--- src/rtl/space_sel_pkg.sv ---
package space_sel_pkg;
   // map bit positions; software relies on these
   localparam int MAP_SRAM_CODE = 0;
   localparam int MAP_BOOT_CODE = 1;
   localparam int MAP_MAIN_CODE = 2;
   localparam int MAP_BOOT_DATA = 3;
   localparam int MAP_MAIN_DATA = 4;
   localparam int MAP_USED      = 5;

   typedef struct packed {
      logic sram;
      logic io;
      logic boot;
      logic main;
   } tgt_vec_t;
endpackage

--- src/rtl/space_map_reg.sv ---
module space_map_reg #(
   parameter int          MAP_W     = 8,
   parameter logic [MAP_W-1:0] MAP_RESET = 8'h12
) (
   input  logic             clk,
   input  logic             rst_n,
   input  logic             we,
   input  logic [MAP_W-1:0] wdata,
   output logic [MAP_W-1:0] q
);
   import space_sel_pkg::*;

   localparam logic [MAP_W-1:0] KEEP_MASK = MAP_W'((1 << MAP_USED) - 1);
   localparam logic [MAP_W-1:0] INIT_VAL  = MAP_RESET & KEEP_MASK;

   logic [MAP_W-1:0] wmasked;
   assign wmasked = wdata & KEEP_MASK;

   always_ff @(posedge clk or negedge rst_n) begin
      if (!rst_n)  q <= INIT_VAL;
      else if (we) q <= wmasked;
   end
endmodule

--- src/rtl/space_gate.sv ---
module space_gate
   import space_sel_pkg::*;
(
   input  logic [MAP_USED-1:0] map,
   input  logic                psen_n,
   input  logic                rd_n,
   input  tgt_vec_t            hit,
   output tgt_vec_t            ok
);
   logic code_acc, data_acc;
   assign code_acc = !psen_n;
   assign data_acc = !rd_n;

   always_comb begin
      ok.sram = hit.sram & (data_acc | (code_acc & map[MAP_SRAM_CODE]));
      ok.io   = hit.io   & data_acc;
      ok.boot = hit.boot & ((code_acc & map[MAP_BOOT_CODE]) |
                            (data_acc & map[MAP_BOOT_DATA]));
      ok.main = hit.main & ((code_acc & map[MAP_MAIN_CODE]) |
                            (data_acc & map[MAP_MAIN_DATA]));
   end
endmodule

--- src/rtl/space_prio.sv ---
module space_prio
   import space_sel_pkg::*;
(
   input  tgt_vec_t ok,
   output tgt_vec_t sel,
   output logic     any
);
   logic lvl1_taken, lvl2_taken;
   assign lvl1_taken = ok.sram | ok.io;
   assign lvl2_taken = lvl1_taken | ok.boot;

   always_comb begin
      sel.sram = ok.sram;
      sel.io   = ok.io   & !ok.sram;
      sel.boot = ok.boot & !lvl1_taken;
      sel.main = ok.main & !lvl2_taken;
   end

   assign any = |sel;
endmodule

--- src/rtl/space_select_unit.sv ---
module space_select_unit #(
   parameter int               MAP_W     = 8,
   parameter logic [MAP_W-1:0] MAP_RESET = 8'h12
) (
   input  logic             clk,
   input  logic             rst_n,
   input  logic             cfg_we,
   input  logic [MAP_W-1:0] cfg_wdata,
   output logic [MAP_W-1:0] cfg_rdata,
   input  logic             psen_n,
   input  logic             rd_n,
   input  logic             hit_sram,
   input  logic             hit_io,
   input  logic             hit_boot,
   input  logic             hit_main,
   output logic             sel_sram,
   output logic             sel_io,
   output logic             sel_boot,
   output logic             sel_main,
   output logic             mem_oe
);
   import space_sel_pkg::*;

   if (MAP_W < MAP_USED) begin : g_width_bad
      $error("MAP_W must hold all map bits");
   end
   if ((MAP_RESET >> MAP_USED) != 0) begin : g_reset_bad
      $error("MAP_RESET sets unused map bits");
   end

   tgt_vec_t hit_v, ok_v, sel_v;
   logic     any_v;

   assign hit_v = '{sram: hit_sram, io: hit_io, boot: hit_boot, main: hit_main};

   space_map_reg #(.MAP_W(MAP_W), .MAP_RESET(MAP_RESET)) u_map (
      .clk   (clk),
      .rst_n (rst_n),
      .we    (cfg_we),
      .wdata (cfg_wdata),
      .q     (cfg_rdata)
   );

   space_gate u_gate (
      .map    (cfg_rdata[MAP_USED-1:0]),
      .psen_n (psen_n),
      .rd_n   (rd_n),
      .hit    (hit_v),
      .ok     (ok_v)
   );

   space_prio u_prio (
      .ok  (ok_v),
      .sel (sel_v),
      .any (any_v)
   );

   assign sel_sram = sel_v.sram;
   assign sel_io   = sel_v.io;
   assign sel_boot = sel_v.boot;
   assign sel_main = sel_v.main;
   assign mem_oe   = any_v;
endmodule

--- config.mk ---
export PLATFORM = sky130hd
export DESIGN_NAME = space_select_unit
export DESIGN_NICKNAME = d
export VERILOG_FILES = /design/src/rtl/space_sel_pkg.sv /design/src/rtl/space_map_reg.sv /design/src/rtl/space_gate.sv /design/src/rtl/space_prio.sv /design/src/rtl/space_select_unit.sv
export SDC_FILE = /design/constraint.sdc
export NUM_CORES = 1
export LEC_CHECK = 0
export BUFFER_PORTS_ARGS = -buffer_cell sky130_fd_sc_hd__clkbuf_2
export CAP_MARGIN = 20
export CORE_AREA = 2 2 39 41
export DETAILED_ROUTE_END_ITERATION = 6
export DIE_AREA = 0 0 41 43
export GPL_TIMING_DRIVEN = 1
export PLACE_DENSITY = 0.54
export SETUP_SLACK_MARGIN = 0.15
export SYNTH_ARGS = -nofsm -noshare
export SYNTH_HDL_FRONTEND = slang
export SYNTH_SLANG_ARGS = --single-unit
--- constraint.sdc ---
create_clock -name clk -period 1.9 [get_ports clk]
set_input_delay 0.095 -clock clk [delete_from_list [all_inputs] [get_ports clk]]
set_output_delay 0.095 -clock clk [all_outputs]
set_load 0.02 [all_outputs]
Yosys cells after proc, flatten, opt, wreduce, memory -nomap -nowiden
Index checks and enable logic that the tools add are counted.
{"block": "op_classes", "n_bitwise": 17, "n_reduce_logical": 6}
{"operator": "bitwise AND 1 bit", "count": 12}
{"operator": "zero test 1 bit", "count": 5}
{"operator": "bitwise OR 1 bit", "count": 5}
{"operator": "OR reduction 4 bit", "count": 1}
{"block": "totals", "regBits": 5, "in_bits": 17}

Depth between registers and ports, before layout
Gate-level depths: netlist of run 1.
{"block": "logic_depth", "depth_word": 9, "mapped_depth": 3, "mapped_depth_nobuf": 3}

By module
A second synthesis of run 1 with hierarchy kept.
{"block": "unflattened", "cells_unflattened": 28, "area_unflattened_um2": 314.1}
{"mod": "space_map_reg", "instances": 1, "cells_per_inst": 14, "area_each_um2": 210.2, "seq_area_each_um2": 127.6}
{"mod": "space_gate", "instances": 1, "cells_per_inst": 9, "area_each_um2": 66.3, "seq_area_each_um2": 0.0}
{"mod": "space_prio", "instances": 1, "cells_per_inst": 5, "area_each_um2": 37.5, "seq_area_each_um2": 0.0}

Least setup slack after synthesis of run 1
No wires, ideal clock.
{"block": "synth_path", "path_type": "reg-to-output", "start": "register u_map.q[4]", "end": "output sel_main", "arrival_time_ns": 1.159, "slack_ns": 0.646, "path_stages_with_launch": 4, "n_path_buf": 0, "cell_sequence": "dfstp_2 > nor2b_1 > o21ai_2 > nor3b_2"}
{"block": "synth_via", "elab_chain_len": 4}
{"element": "start, declared", "line_no": "space_map_reg.sv:9", "source": "output logic [MAP_W-1:0] q"}
{"element": "start signal, assigned", "line_no": "space_map_reg.sv:21", "source": "else if (we) q <= wmasked;"}
{"element": "bitwise AND 1 bit", "line_no": "space_gate.sv:20", "source": "(data_acc & map[MAP_MAIN_DATA]));"}
{"element": "bitwise OR 1 bit", "line_no": "space_gate.sv:19", "source": "ok.main = hit.main & ((code_acc & map[MAP_MAIN_CODE]) |"}
{"element": "bitwise AND 1 bit", "line_no": "space_gate.sv:19"}
{"element": "bitwise AND 1 bit", "line_no": "space_prio.sv:16", "source": "sel.main = ok.main & !lvl2_taken;"}
{"element": "end, declared", "line_no": "space_select_unit.sv:19", "source": "output logic sel_main,"}
Every way passes these cells.

Final worst setup path of run 1
Same ends and word-level chain as after synthesis.

==> metrics, run 1 <==
status finished clean; DRT iter0 DRCs 0; largest registers u_map.q (5); r2r endpoint u_map.q[0]; Core Rows 14; ys async rst share 1.00; Netlist cell types 14; ys flop type dfrtp_1; GPL Wtd Cong 0.617; max reg flops 5; syn_area_per_cell 11.0 sq um; CTS Buffer Depth 2; vias in the first global route 254; Synth area leaders dfrtp_1 (24%), mux2_2 (18%), dfstp_2 (17%); vias per inst 4.04; Comb power frac 0.286; post-synthesis cell area 318 sq um; ant diodes 0; worst hold path type primary input to register; Root Driver clkbuf_4; internal power 244 uW; DR WL met2 353 microns; Port-buffer cells 23; CP startpoint kind register; CP Max Fanout 3; Leak 0.000232 uW; Worst EP arrival 1.34 ns; Post-route DRC 0; post-synth top area cell dfrtp_1; Setup crit end sel_main; PostCTS Resize Cnt 0; Die Wd 41 microns; switching portion of total power 0.305; Worst Path Required 1.80 ns; placed wire-length estimate 563 microns; share of the synthesized area in the top cell type 0.236; final net count 74; met1 WL 243 microns; power share of the clock group 0.347; Finish-stage setup viols 0; commonest cells in the netlist mux2_2 (5), nor2b_1 (4), buf_4 (3), dfrtp_1 (3); Clock Latency Late Sink 0.24 ns; largest net degree at the start of global routing 6; sequential-to-total area share from yosys stat 0.402; max-cap violations 0; Synth Warn # 0; global route overflow 0; Via Count 291; share of cells above drive strength 1 0.661; cells after synthesis 29; setup TNS 0 ns; fin crit period 1.43 ns; CTS tree yes; FF-to-FF path depth 1; Clock Sink Count 5; GR Util All Layers 0.0949; worst r2r src u_map.q[0]; Largest Register u_map.q; initial core utilization 0.230; worst setup path class register to output port; Num CTS Buffers 3; die area 1760 sq um; total power 351 uW; core box area 1380 sq um; Final period util 0.753; Final Hold Fails 0; Wirelength per Cell 9.13 microns; Setup crit start u_map.q[4]; Fillers 147; Peak VDD IR 0.231 mV; reg2reg setup slack 1.12 ns; Die Ht 43 microns; Met3 Routed Length 60 microns; Fmax 0.699 GHz; antenna violation net count after detailed routing 0; worst clock skew 0 ns; DR pass1 iterations 1; power density over the cells 741 nW/um^2; Reg power frac 0.367; Post-synth EDFFs 0; unrepaired setup endpoints after global routing no; Area Overhead vs Synth 49.2%; H-tree levels 1; Crit. End Element output port; FF+latch count, synth 5; Net Sw Power 107 uW; Max Slew Vio Count 0; Clk pin slew, worst setup/hold paths 0.04 ns; DR top layer met3; Top-Level Pins 30; count leader, synth mux2_2; initial antenna violation count 0; first-pass GRT wire length 1040 microns; final WL 657 microns
-- metrics by stage --
stage          hold slack (ns)  instance area, sq um  cells   util  setup WS (ns)
5_1_grt                 0.0818                   474     72  0.343          0.410
2_1_floorplan           -0.201                   325     31      -          0.646
3_5_place_dp           -0.0809                   438     67  0.316          0.709
4_1_cts                 0.0753                   474     72  0.343          0.442
3_3_place_gp           -0.0826                   438     67  0.316          0.710
6_report                0.0850                   474     72  0.343          0.469
-- placed cells by master (no fill, tap or decap) --
cell type,n
a21boi_0,1
a21oi_2,1
clkbuf_1,1
clkbuf_2,23
clkbuf_4,3
conb_1,3
dfrtp_1,3
dfstp_2,2
dlygate4sd3_1,1
mux2_2,5
nand2b_1,1
nand3b_1,2
nor2_1,2
nor2b_1,4
nor3b_1,1
nor3b_2,1
o21ai_2,2
-- power groups by stage --
| stage | sequential, uW | clock, uW | combinational [uW] |
|---|---|---|---|
| floorplan | 143 | 0 | 51.7 |
| global placement | 130 | 0 | 99.6 |
| detailed placement | 131 | 0 | 100 |
| CTS | 129 | 129 | 102 |
| global route | 131 | 134 | 110 |
| finish | 129 | 122 | 100 |
-- how the worst min path moves through the flow --
stage / from / endpoint / slack (ns) / cells after the start
global placement: rst_n / u_map.q[2] / -0.08 / 1
CTS: cfg_wdata[2] / u_map.q[2] / 0.08 / 2
finish: cfg_wdata[2] / u_map.q[2] / 0.08 / 2
detailed placement: rst_n / u_map.q[2] / -0.08 / 1
floorplan: rst_n / u_map.q[0] / -0.20 / 0
global route: cfg_wdata[3] / u_map.q[3] / 0.08 / 2
-- repair_timing --
item                                   4_1_cts  5_1_grt
setup endpoints to repair                    0        0
buffers inserted                             0        0
endpoints found under the hold margin        5        0
hold buffers                                 1        0
-- area by class of cell --
type                       count  area (sq um)  share of cell area
tap                           16          20.0              0.0422
timing repair buffer          24           125               0.264
clock buffer                   4          26.3              0.0554
multi-input combinational     23           175               0.369
sequential                     5           128               0.269
-- worst max-delay path: stages (launching register included) --
cell and delay, ns:
dfstp_2 0.53, nor2b_1 0.16, o21ai_2 0.09, nor3b_2 0.14, clkbuf_2 0.18
-- kinds of logic after synthesis --
group                  Yosys count  share of synthesized area
other                            1                     0.0118
flip-flops                       5                      0.402
AO/OA/AOI/OAI                    4                      0.106
buffers and inverters            3                     0.0709
AND/OR/NAND/NOR                 11                      0.232
multiplexers                     5                      0.177
-- per-layer routing --
metal	vias to the layer above	track usage
met5	-	0
met4	0	0.100
met3	0	0.0314
met2	16	0.131
met1	128	0.101
li1	147	-
Note: power is estimated with default switching activity, not from simulation.
==> inputs of run 2 (changes only) <==
==> constraint.sdc (replaced) <==
create_clock -name clk -period 1.4 [get_ports clk]
set_input_delay 0.07 -clock clk [delete_from_list [all_inputs] [get_ports clk]]
set_output_delay 0.07 -clock clk [all_outputs]
set_load 0.02 [all_outputs]
==> run 2 against run 1 <==
Core utilization up 4.2 points. Count of clock-buffer cells in the layout unchanged. Non-clock buffer count increased by 3. Sequential share of layout area fell by 3.0 points. Cell count rose by 4.2%. Sequential power is 35% higher. Clock skew unchanged. First-iteration DRC count unchanged. Critical path type unchanged.
==> metrics, run 2 (synthesis results as in run 1) <==
initial antenna violation count 0 (unchanged); Peak VDD IR 0.338 mV (was 0.231 mV); placed wire-length estimate 565 microns (was 563 microns); DR pass1 iterations 1 (unchanged); Die Ht 43 microns (unchanged); GR Layer Usage met1 0.111 (was 0.101); Core Rows 14 (unchanged); final WL 658 microns (was 657 microns); Finish-stage setup viols 0 (unchanged); Fmax 0.750 GHz; ant diodes 0 (unchanged); power density over the cells 952 nW/um^2 (was 741 nW/um^2); Clock Latency Late Sink 0.24 ns (about the same); CP startpoint kind register (unchanged); Num CTS Buffers 3 (unchanged); share of cells above drive strength 1 0.729 (was 0.661); Largest Register u_map.q (unchanged); largest net degree at the start of global routing 6 (unchanged); commonest non-fill, non-tap cells in the layout clkbuf_2 (20), mux2_2 (5), buf_4 (5) (was clkbuf_2 (23), mux2_2 (5), nor2b_1 (4)); die area 1760 sq um (unchanged); Post-route DRC 0 (unchanged); Worst Path Required 1.33 ns (was 1.80 ns); final hold slack 0.0580 ns (was 0.0850 ns); worst setup path class register to output port (unchanged); total power 508 uW (was 351 uW); fin crit period 1.33 ns; DRT iter0 DRCs 0 (unchanged); CP Max Fanout 2 (was 3); post-route cell area 533 sq um (was 474 sq um); Top-Level Pins 30 (unchanged); global route overflow 0 (unchanged); global route hottest layer met2 (unchanged); worst hold path type primary input to register (unchanged); worst clock skew 0 ns (unchanged); Clk pin slew, worst setup/hold paths 0.04 ns (about the same); Clock Sink Count 5 (unchanged); Wirelength per Cell 8.77 microns (was 9.13 microns); Area Overhead vs Synth 67.7% (was 49.2%); Port-buffer cells 23 (unchanged); Fillers 145 (was 147); GR Util All Layers 0.0998 (was 0.0949); Root Driver clkbuf_4 (unchanged); Leak 0.000267 uW (was 0.000232 uW); GPL Wtd Cong 0.617 (about the same); unrepaired setup endpoints after global routing yes (was no); GR Util met3 0.0314 (unchanged); Die Wd 41 microns (unchanged); status finished clean (unchanged); Max Slew Vio Count 0 (unchanged); first-pass GRT wire length 1130 microns (was 1040 microns); fin worst setup slack 0.0665 ns (was 0.469 ns); largest registers u_map.q (5) (unchanged); final net count 77 (was 74); CTS tree yes (unchanged); H-tree levels 1 (unchanged); Crit. End Element output port (unchanged); CTS Buffer Depth 2 (unchanged); Worst EP arrival 1.26 ns (was 1.34 ns); Post-Place Cell Area 438 sq um (unchanged); max-cap violations 0 (unchanged); Final period util 0.953; pre-CTS setup slack 0.234 ns (was 0.709 ns); vias in the first global route 279 (was 254); core box area 1380 sq um (unchanged); max reg flops 5 (unchanged); antenna violation net count after detailed routing 0 (unchanged); initial core utilization 0.230 (unchanged); met2 Use GR 0.138 (was 0.131); commonest non-fill, non-tap cell in the layout clkbuf_2 (unchanged); vias per inst 4.09 (was 4.04); Via Count 307 (was 291); Final Hold Fails 0 (unchanged)
-- run 2: report_power, final --
part	switching [uW]	leakage, uW	internal, uW	total (uW)
combinational	83.5	0.000196	84.5	168
clock	58.3	0.0000150	108	166
sequential	9.70	0.0000561	164	174
total	151	0.000267	356	508
-- run 2: metrics by stage --
step,cells,utilization,setup TNS [ns]
after floorplan,31,-,0
after global placement,67,0.316,0
after detailed placement,67,0.316,0
after CTS,75,0.380,0
after global routing,75,0.385,-0.00571
final,75,0.385,0
-- run 2: area by class of cell --
type,count,area (sq um),area share
clock buffers,4,26.3,0.0493
multi-input cells,23,198,0.371
well taps,16,20.0,0.0376
repair buffers,27,161,0.303
flip-flops and latches,5,128,0.239
-- run 2: what timing repair did --
item / CTS / global route
setup endpoints to repair: 3 / 3
endpoints found under the hold margin: 5 / 0
pin swaps: 3 / 2
setup buffers: 3 / 0
gates resized for setup: 8 / 4
hold buffers: 1 / 0
-- run 2: critical path: stages, from the launching register on --
cell	delay, ns
dfstp_2	0.52
nor2b_4	0.13
o21ai_2	0.07
nor3b_2	0.14
buf_4	0.16
-- run 2: final timing paths --
check	from	end	slack (ns)	cells after the start
max	u_map.q[4]	sel_main	0.07	4
min	cfg_wdata[2]	u_map.q[2]	0.06	2
max reg2reg	u_map.q[0]	u_map.q[0]	0.51	2
min reg2reg	u_map.q[2]	u_map.q[2]	0.54	1
max in group asynchronous	rst_n	u_map.q[1]	1.00	2
min in group asynchronous	rst_n	u_map.q[2]	0.18	2
-- run 2: layer usage --
metal / vias to the layer above / wire length [microns]
met5: - / 0
met4: 0 / 0
met3: 0 / 65
met2: 16 / 352
met1: 137 / 240
li1: 154 / -
==> inputs of run 3 (changes only) <==
--- a/config.mk
+++ b/config.mk
@@ -12,7 +12,6 @@
 export DIE_AREA = 0 0 41 43
 export GPL_TIMING_DRIVEN = 1
 export PLACE_DENSITY = 0.54
-export SETUP_SLACK_MARGIN = 0.15
 export SYNTH_ARGS = -nofsm -noshare
 export SYNTH_HDL_FRONTEND = slang
 export SYNTH_SLANG_ARGS = --single-unit
==> run 3 against run 2 <==
Via count down 2.0%. Combinational power down 9.5%. Sequential power about the same. First-iteration DRC count unchanged. Critical path depth unchanged. Sequential share of layout area up 1.2 points. Global-route usage down 0.30 points. Flip-flop and latch count unchanged. Worst setup slack worse by 0.017 ns. Count of clock-buffer cells in the layout unchanged. Die area unchanged. Critical path type unchanged. Largest power group unchanged.
==> metrics, run 3 (synthesis results as in run 1) <==
CP startpoint kind register (unchanged); GR Util All Layers 0.0968 (was 0.0998); max-cap violations 0 (unchanged); ant diodes 0 (unchanged); CP Cell Sequence nor2b_4 -> o21ai_2 -> nor3b_2 -> buf_4 (unchanged); Fillers 146 (was 145); Via Count 301 (was 307); die area 1760 sq um (unchanged); hold depth 2 (unchanged); Largest Register u_map.q (unchanged); Crit. End Element output port (unchanged); Die Wd 41 microns (unchanged); Crit path depth 4 (unchanged); Peak VDD IR 0.325 mV (was 0.338 mV); vias per inst 4.12 (was 4.09); total power 493 uW (was 508 uW); Top-Level Pins 30 (unchanged); CP Max Fanout 3 (was 2); placed wire-length estimate 565 microns (unchanged); worst hold path type primary input to register (unchanged); commonest non-fill, non-tap cells in the layout clkbuf_2 (22), mux2_2 (5) (was clkbuf_2 (20), mux2_2 (5), buf_4 (5)); final WL 670 microns (was 658 microns); Final period util 0.965 (was 0.953); fin crit period 1.35 ns (was 1.33 ns); FF-to-FF path depth 2 (unchanged); worst path bufs/invs 1 (unchanged); vias in the first global route 262 (was 279); post-route cell area 507 sq um (was 533 sq um); Num CTS Buffers 3 (unchanged); Area Overhead vs Synth 59.4% (was 67.7%); status finished clean (unchanged); slowest stage delay, CP 0.53 ns (was 0.52 ns); antenna violation net count after detailed routing 0 (unchanged); Post-Place Cell Area 438 sq um (unchanged); Clk pin slew, worst setup/hold paths 0.04 ns (about the same); Leak 0.000253 uW (was 0.000267 uW); Wirelength per Cell 9.18 microns (was 8.77 microns); commonest non-fill, non-tap cell in the layout clkbuf_2 (unchanged); DR pass1 iterations 1 (unchanged); Worst EP arrival 1.28 ns (was 1.26 ns); Worst Path Required 1.33 ns (about the same); first-pass GRT wire length 1090 microns (was 1130 microns); Port-buffer cells 23 (unchanged); Final Hold Fails 0 (unchanged); Slowest-stage cell, CP dfstp_2 (unchanged); H-tree levels 1 (unchanged); Max Slew Vio Count 0 (unchanged); largest registers u_map.q (5) (unchanged); Root Driver clkbuf_4 (unchanged); power density over the cells 973 nW/um^2 (was 952 nW/um^2); worst setup path class register to output port (unchanged); final net count 75 (was 77); initial antenna violation count 0 (unchanged); core box area 1380 sq um (unchanged); Clock Sink Count 5 (unchanged); Core Rows 14 (unchanged); CTS tree yes (unchanged); max reg flops 5 (unchanged); GPL Wtd Cong 0.617 (unchanged); initial core utilization 0.230 (unchanged); share of cells above drive strength 1 0.719 (was 0.729); Clock Latency Late Sink 0.24 ns (about the same); CTS Buffer Depth 2 (unchanged); Finish-stage setup viols 0 (unchanged); top cell family by delay on the critical path flip-flops (unchanged); Post-route DRC 0 (unchanged); Die Ht 43 microns (unchanged); global route overflow 0 (unchanged); largest net degree at the start of global routing 6 (unchanged); DRT iter0 DRCs 0 (unchanged); Fmax 0.740 GHz (was 0.750 GHz); worst clock skew 0 ns (unchanged)
run 3: cell type report:
type	instances	area [sq um]	area share
Clock buffer	4	26.3	0.0519
Multi-Input combinational cell	23	198	0.390
Sequential cell	5	128	0.252
Tap cell	16	20.0	0.0395
Timing Repair Buffer	25	135	0.267
run 3: final timing paths:
path                                    from          to  slack [ns]
worst min register to register    u_map.q[2]  u_map.q[2]        0.54
worst max-delay path              u_map.q[4]    sel_main        0.05
max in group asynchronous              rst_n  u_map.q[1]        1.01
min in group asynchronous              rst_n  u_map.q[2]        0.18
worst max register to register    u_map.q[1]  u_map.q[1]        0.59
worst min-delay path            cfg_wdata[2]  u_map.q[2]        0.06
run 3: per-layer routing:
layer	share of wire	GRT usage
met2	0.54	0.131
met3	0.10	0.0314
met1	0.36	0.107
met5	0	0
met4	0	0.100
run 3: report_power, final:
part           internal [uW]  total [uW]  switching [uW]
registers                164         175            11.3
clock network            108         166            58.3
logic                   71.4         152            80.5
run 3: what timing repair did:
action / 4_1_cts / 5_1_grt
endpoints found under the setup margin: 1 / 2
pin swaps: 0 / 1
buffers inserted: 0 / 1
hold endpoints to repair: 5 / 0
gates resized for setup: 4 / 4
hold buffers: 1 / 0
run 3: through the flow:
step / setup TNS (ns) / cells / utilization / hold slack, ns / setup WS [ns]
5_1_grt: -0.00190 / 73 / 0.366 / 0.0604 / -0.00190
2_1_floorplan: 0 / 31 / - / -0.226 / 0.171
4_1_cts: 0 / 72 / 0.352 / 0.0503 / 0.00741
3_5_place_dp: 0 / 67 / 0.316 / -0.107 / 0.234
3_3_place_gp: 0 / 67 / 0.316 / -0.108 / 0.235
6_report: 0 / 73 / 0.366 / 0.0580 / 0.0495
